--- src/rtl/txp_pkg.sv ---
package txp_pkg;
  localparam int FCS_BYTES = 4;
  typedef enum logic [1:0] {ST_IDLE, ST_BODY, ST_PAD, ST_WAIT} txp_state_e;
endpackage

--- src/rtl/txp_len_track.sv ---
module txp_len_track #(
  parameter int LEN_W = 16
) (
  input  logic             clk_i,
  input  logic             rst_ni,
  input  logic             clr_i,
  input  logic             inc_i,
  input  logic [LEN_W-1:0] min_len_i,
  output logic             reach_o
);
  localparam logic [LEN_W:0] FCS_LEN = (LEN_W+1)'(txp_pkg::FCS_BYTES);

  logic [LEN_W-1:0] cnt_q;
  logic [LEN_W:0]   target, next_cnt;

  always_comb begin
    target   = ({1'b0, min_len_i} > FCS_LEN) ? ({1'b0, min_len_i} - FCS_LEN) : '0;
    next_cnt = {1'b0, cnt_q} + 1'b1;
    reach_o  = next_cnt >= target;  // byte now moving completes the target
  end

  // saturate so very long bodies never wrap into a pad request
  always_ff @(posedge clk_i or negedge rst_ni) begin
    if (!rst_ni)                    cnt_q <= '0;
    else if (clr_i)                 cnt_q <= '0;
    else if (inc_i && cnt_q != '1)  cnt_q <= cnt_q + 1'b1;
  end
endmodule

--- src/rtl/txp_retry_ctr.sv ---
module txp_retry_ctr #(
  parameter int RTY_W = 16
) (
  input  logic             clk_i,
  input  logic             rst_ni,
  input  logic             load_i,
  input  logic             dec_i,
  input  logic [RTY_W-1:0] limit_i,
  output logic             zero_o
);
  logic [RTY_W-1:0] cnt_q;

  assign zero_o = (cnt_q == '0);

  always_ff @(posedge clk_i or negedge rst_ni) begin
    if (!rst_ni)                cnt_q <= '0;
    else if (load_i)            cnt_q <= limit_i;
    else if (dec_i && !zero_o)  cnt_q <= cnt_q - 1'b1;
  end
endmodule

--- src/rtl/txp_pad_retry.sv ---
module txp_pad_retry #(
  parameter int LEN_W  = 16,
  parameter int RTY_W  = 16,
  parameter bit PAD_HI = 1'b0
) (
  input  logic             clk_i,
  input  logic             rst_ni,
  input  logic [15:0]      pad_pattern_i,
  input  logic [LEN_W-1:0] min_len_i,
  input  logic [RTY_W-1:0] retry_limit_i,
  input  logic             start_i,
  input  logic             col_i,
  input  logic             done_i,
  input  logic             src_valid_i,
  input  logic [7:0]       src_data_i,
  input  logic             src_last_i,
  output logic             src_ready_o,
  output logic             out_valid_o,
  output logic [7:0]       out_data_o,
  output logic             out_last_o,
  input  logic             out_ready_i,
  output logic             rewind_o,
  output logic             abort_irq_o
);
  import txp_pkg::*;

  txp_state_e state_q, state_d;
  logic [7:0] pad_byte;
  logic       reach, rty_zero, col_hit, body_hs, pad_hs, len_clr, rty_load;

  generate
    if (PAD_HI) begin : g_pad_hi
      assign pad_byte = pad_pattern_i[15:8];
    end else begin : g_pad_lo
      assign pad_byte = pad_pattern_i[7:0];
    end
  endgenerate

  txp_len_track #(.LEN_W(LEN_W)) i_len (
    .clk_i     (clk_i),
    .rst_ni    (rst_ni),
    .clr_i     (len_clr),
    .inc_i     (body_hs | pad_hs),
    .min_len_i (min_len_i),
    .reach_o   (reach)
  );

  txp_retry_ctr #(.RTY_W(RTY_W)) i_rty (
    .clk_i   (clk_i),
    .rst_ni  (rst_ni),
    .load_i  (rty_load),
    .dec_i   (rewind_o),
    .limit_i (retry_limit_i),
    .zero_o  (rty_zero)
  );

  always_comb begin
    col_hit     = (state_q != ST_IDLE) && col_i;
    rewind_o    = col_hit && !rty_zero;
    abort_irq_o = col_hit && rty_zero;
    src_ready_o = (state_q == ST_BODY) && out_ready_i && !col_i;
    out_valid_o = !col_i && (((state_q == ST_BODY) && src_valid_i) || (state_q == ST_PAD));
    out_data_o  = (state_q == ST_PAD) ? pad_byte : src_data_i;
    out_last_o  = out_valid_o && reach &&
                  (((state_q == ST_BODY) && src_last_i) || (state_q == ST_PAD));
    body_hs     = (state_q == ST_BODY) && src_valid_i && out_ready_i && !col_i;
    pad_hs      = (state_q == ST_PAD) && out_ready_i && !col_i;
    rty_load    = (state_q == ST_IDLE) && start_i;
    len_clr     = rty_load || rewind_o;
  end

  always_comb begin
    state_d = state_q;
    if (col_hit) begin
      state_d = rty_zero ? ST_IDLE : ST_BODY;
    end else begin
      unique case (state_q)
        ST_IDLE: if (start_i) state_d = ST_BODY;
        ST_BODY: if (body_hs && src_last_i) state_d = reach ? ST_WAIT : ST_PAD;
        ST_PAD:  if (pad_hs && reach) state_d = ST_WAIT;
        ST_WAIT: if (done_i) state_d = ST_IDLE;
        default: state_d = ST_IDLE;
      endcase
    end
  end

  always_ff @(posedge clk_i or negedge rst_ni) begin
    if (!rst_ni) state_q <= ST_IDLE;
    else         state_q <= state_d;
  end
endmodule

--- config.mk ---
export PLATFORM = sky130hd
export DESIGN_NAME = txp_pad_retry
export DESIGN_NICKNAME = d
export VERILOG_FILES = /design/src/rtl/txp_pkg.sv /design/src/rtl/txp_len_track.sv /design/src/rtl/txp_retry_ctr.sv /design/src/rtl/txp_pad_retry.sv
export SDC_FILE = /design/constraint.sdc
export NUM_CORES = 1
export LEC_CHECK = 0
export ABC_AREA = 0
export BUFFER_PORTS_ARGS = -buffer_cell sky130_fd_sc_hd__buf_2
export CORE_MARGIN = 3
export CORE_UTILIZATION = 40
export CTS_BUF_LIST = sky130_fd_sc_hd__clkbuf_2 sky130_fd_sc_hd__clkbuf_4 sky130_fd_sc_hd__clkbuf_8
export DETAILED_ROUTE_END_ITERATION = 16
export GPL_ROUTABILITY_DRIVEN = 0
export MAX_ROUTING_LAYER = met4
export SYNTH_ARGS = -nofsm -noshare
export SYNTH_HDL_FRONTEND = slang
export SYNTH_SLANG_ARGS = --single-unit
--- constraint.sdc ---
create_clock -name clk_i -period 11.3 [get_ports clk_i]
set_clock_uncertainty 0.2 [all_clocks]
set_input_delay 2.26 -clock clk_i [delete_from_list [all_inputs] [get_ports clk_i]]
set_output_delay 2.26 -clock clk_i [all_outputs]
set_load 0.02 [all_outputs]
* Yosys cells after proc, flatten, opt, wreduce, memory -nomap -nowiden
Cells that the tools add are included.
** Word-level totals
- Register bits :: 34
- Input port bits :: 64
- Output and inout bits :: 13
- Word-level logic and storage cells :: 62
** Cells by class
- Add/sub/neg operators :: 4
- Magnitude comparators :: 2
- Eq/ne operators :: 8
- Multiplexer cells :: 14
- Bitwise operators :: 1
- Reduce and logical (&&, ||, !) cells :: 30
** Operators by type and width (number)
- 2-to-1 mux 16 bit :: 4
- logical AND 1 bit :: 19
- adder 16 x 1 -> 17 bit (second input constant) :: 1
- greater-or-equal comparator 17 bit :: 1
- 2-to-1 mux 17 bit :: 1
- subtractor 16 x 3 -> 17 bit (second input constant) :: 1
- adder 16 x 1 -> 16 bit (second input constant) :: 1
- > comparator 16 x 3 -> 1 bit (second input constant) :: 1
- logical NOT 16 bit :: 1
- inequality test 16 bit (second input constant) :: 1
- subtractor 16 x 1 -> 16 bit (second input constant) :: 1
- 2-to-1 mux 2 bit :: 5
- 2-to-1 mux 8 bit :: 1
- one-hot mux 2 bit (4 select lines) :: 1
- inequality test 3 x 2 -> 1 bit (second input constant) :: 2
- inequality test 3 bit (second input constant) :: 2
- nonzero test 2 bit :: 3
- equality test 2 bit (second input constant) :: 2
- AND reduction 4 bit :: 1
- logical OR 1 bit :: 3
- equality test 2 x 1 -> 1 bit (second input constant) :: 1
- logical NOT 1 bit :: 2
- logical NOT 2 bit :: 1
- 2-to-1 mux 1 bit :: 2
- OR 1 bit :: 1

* Logic depth before layout (Yosys ltp)
- Depth in word-level cells :: 8
- Depth in mapped cells :: 14
- Gate-level depth less buffers :: 13

* By module
Synthesis repeated with hierarchy kept, for this count alone.
** Second synthesis, totals
- Cell total of the unflattened synthesis :: 397
- Area, all modules :: 3295.7 um^2
** By module, submodules not included
- txp_len_track :: instances 1, cells each 229, area each 1864.3 um^2, sequential area each 400.4 um^2
- txp_retry_ctr :: instances 1, cells each 124, area each 1046.0 um^2, sequential area each 400.4 um^2
- txp_pad_retry :: instances 1, cells each 44, area each 385.4 um^2, sequential area each 50.0 um^2

* Least setup slack after synthesis
OpenSTA, ideal clock, no wires.
- Path kind :: input-to-output
- Start :: input min_len_i[6]
- End :: output out_last_o
- Data arrival time :: 4.988 ns
- Required time :: 8.840 ns
- Path slack :: 3.852 ns
- Stages on the path :: 12
- Path buffers :: 0
- Cell sequence :: nor3_1 nor4b_1 nand2_1 nor3_1 xor2_1 nand2_1 ha_1 nand4_1 nor2_1 o311a_1 nor3_1 nor4_1
** On the way
- Cells in the longest elaborated chain, start to end :: 5
** Ends and longest elaborated chain
- from (decl) :: RTL line txp_pad_retry.sv:9 : input logic [LEN_W-1:0] min_len_i,
- subtractor 16 x 3 -> 17 bit / > comparator 16 x 3 -> 1 bit (equally long branches) :: RTL line txp_len_track.sv:17 : target = ({1'b0, min_len_i} > FCS_LEN) ? ({1'b0, min_len_i} - FCS_LEN) : '0;
- 2-to-1 mux 17 bit (*) :: RTL line txp_len_track.sv:17
- greater-or-equal comparator 17 bit (*) :: RTL line txp_len_track.sv:19 : reach_o = next_cnt >= target;
- logical AND 1 bit (*) (2 in series) :: RTL line txp_pad_retry.sv:64 : out_last_o = out_valid_o && reach &&
- to (decl) :: RTL line txp_pad_retry.sv:20 : output logic out_last_o,
Every way passes the cells marked *; elsewhere a longest branch is shown, timed or not.

* Worst setup path after layout
- Start :: input min_len_i[4]
- End :: output out_last_o
The elaborated chain is that of the path after synthesis.

==> flow_summary.toml <==
[sta]
timing.fmax_ghz = 0.127
drv_slew = 0
relSlewSlack_pct = 26.2
fin_tns_setup_ps = 0
setup_viol = 0
hold_slack_ps = 354
tightest_slew_ps = 1100
finalCriticalPeriod_ps = 7900
rsz0062_at_grt = "no"
finalCritPeriodShare_pct = 69.9
finalHoldViolations = 0

[job]
maxCapViolations = 0

[global_routing]
grt_pass1_wl_um = 10400
antenna_found_initial = 0
grt_max_degree = 35
grt_usage_pct = 15.4
grt_pass1_vias = 2424
grt_overflow = 0

[outcome]
status = "finished, final reports clean"

[floorplan]
die_width_um = 91.1
boundaryPins = 77
dieArea_mm2 = 0.00829
die_h_um = 91.1
rows = 30
initial_core_util_pct = 41.9
core_region_area_mm2 = 0.00691

[worst_setup_path]
r2r-start = "i_len.cnt_q[0]"
crit_path_end_kind = "primary output"
crit_type = "in -> out"
rrSetupSlack_ps = 7450
cp-startpoint = "min_len_i[4]"
critical_path_required_ps = 8840
worst_ep_arrival_time_ps = 5440
cp-start-kind = "input pin"
r2r_end = "state_q[0]"
path_max_fanout = 15
worst_r2r_path_depth = 12

[final_layout]
fin_nets = 508
area_growth_pct = 17.8
layout-drive-gt1-share_pct = 22.1
fill_cells = 707
antenna_cells = 0

[detailed_routing]
routed_wl_um = 5990
vias = 2510
post_drt_wl_per_cell_um = 11.6
viasPerCell = 4.86
ant_nets = 0
drc_errors = 0
drt_iter0_drc = 62
drt-pass1-iter-count = 4

[pwr]
p_comb_share_pct = 43.1
peakVddDrop_mv = 0.0842
internal_power_w = 0.000297
switchingPower_w = 0.000194
pwr_density_cell_mw_per_mm2 = 144
leakagePower_nw = 1.62
swShare_pct = 39.5
seqPwrFrac_pct = 37.8
pwr-share-clk_pct = 19.1

[clock_tree]
cts_resized = 0
ctsRootBufferMaster = "clkbuf_8"
clk_path_buf_depth = 2
clkSlewWorstSetupHoldPaths_ps = 70
worstSkewPairLatency_ps = 290
h-tree-depth = 2
numCtsBuffers = 5
cts_tree = "done"
post-cts-setup-buffers = 0
postCtsHoldBufs = 0
clkSinkCount = 34

[synth]
ys_top_cells_by_count = "nand2_1 (57), nor2_1 (37), dfrtp_1 (34)"
postSynthAreaPerCell_um2 = 8.16
synth_top_area_share_pct = 29.4
synth-seq-cells = 34
synthArstFlopShare_pct = 100
yosys-top-cells-area = "dfrtp_1 (29%), ha_1 (11%), xnor2_1 (8.2%), xor2_1 (7.6%), nand2_1 (7.4%)"
yosys_warnings = 0
syn_area_mm2 = 0.00290
synth_flop_cell = "dfrtp_1"
yosysSeqAreaShare_pct = 29.4
yosysTopAreaCell = "dfrtp_1"
syn_inst = 355
synth_fp_nets = 444
yosysMostFrequentCell = "nand2_1"
synth_edf_count = 0
synth.distinct_cells = 48

[hold_path]
min_to = "i_len.cnt_q[1]"
min_path_type = "reg -> reg"
whs_path_depth = 2
worstHoldStart = "i_len.cnt_q[1]"

[placed_design]
port_buffers = 68
dp_hpwl_um = 4750
==> flip-flops by register name (all words and copies together) (netlist names) <==
register     flops
i_rty.cnt_q     16
i_len.cnt_q     16
state_q          2
==> cell type report <==
type | count | area, um^2 | share of cell area (%)
clock buffer | 6 | 82.6 | 2.42
clock inverter | 2 | 12.5 | 0.367
inverter | 10 | 37.5 | 1.10
multi-input combinational | 299 | 1960 | 57.4
sequential | 34 | 851 | 25.0
tap | 96 | 120 | 3.52
timing repair buffer | 69 | 348 | 10.2
==> cell families (layout without fill, tap and decap cells) <==
group | after synthesis | after routing | share of synthesized area (%)
AND/OR/NAND/NOR | 168 | 168 | 28.1
flip-flops | 34 | 34 | 29.4
XOR/XNOR | 52 | 52 | 15.7
buffers and inverters | 22 | 87 | 2.98
multiplexers | 9 | 9 | 3.46
AO/OA/AOI/OAI | 45 | 45 | 9.55
adder cells (fa/ha/maj) | 25 | 25 | 10.8
==> critical path, cell delays in order <==
cell and delay, ps:
buf_2 120, nor3_1 320, nor4b_1 500, nand3_1 490, nand2b_1 220, ha_1 270, a21oi_1 140, a21boi_0 90
o311a_1 380, nor3_1 360, nor4_1 100, buf_2 170
==> how the worst max path moves through the flow <==
| stage | end | slack [ps] | cells after the start |
|---|---|---|---|
| floorplan | out_last_o | 3850 | 12 |
| global placement | out_last_o | 3400 | 12 |
| detailed placement | out_last_o | 3370 | 12 |
| CTS | out_last_o | 3370 | 12 |
| global route | out_last_o | 3050 | 12 |
| finish | out_last_o | 3400 | 12 |
==> layer usage <==
metal	track usage [%]	vias up	wire, um
li1	-	1356	-
met1	19.3	1106	2930
met2	25.4	42	2770
met3	2.90	6	229
met4	4.15	0	68
met5	-	-	0
==> power by group through the flow <==
stage | clock network (W) | registers, W | logic (W)
3_3_place_gp | 0 | 0.000187 | 0.000213
5_1_grt | 0.000104 | 0.000190 | 0.000244
4_1_cts | 0.0000987 | 0.000185 | 0.000215
3_5_place_dp | 0 | 0.000187 | 0.000215
2_1_floorplan | 0 | 0.000181 | 0.000167
6_report | 0.0000938 | 0.000185 | 0.000212
==> through the flow <==
stage               area, um^2  util, %  worst slack [ps]  cells  power (W)
finish                    3410     49.4              3400    516   0.000491
global route              3410     49.4              3050    516   0.000537
CTS                       3410     49.4              3370    516   0.000500
detailed placement        3310     48.0              3370    508   0.000402
global placement          3310     48.0              3400    508   0.000400
floorplan                 2900        -              3850    355   0.000348
==> cells in the final DEF (no fill, tap or decap), drive strengths merged, types with 2 or more instances in the layout <==
| cell type | n |
|---|---|
| xor2 | 25 |
| a21boi | 2 |
| and2 | 2 |
| or4 | 2 |
| o41ai | 3 |
| buf | 69 |
| nor3 | 15 |
| nand4 | 6 |
| a21oi | 14 |
| mux2 | 8 |
| and4 | 2 |
| dfrtp | 34 |
| nor2 | 37 |
| ha | 25 |
| xnor2 | 27 |
| clkbuf | 6 |
| or3 | 7 |
| and3 | 4 |
| o21ai | 16 |
| nor4 | 8 |
| nand3 | 14 |
| inv | 10 |
| nor2b | 3 |
| nand2b | 6 |
| nand2 | 57 |
Power figures use the tool's default switching activity.
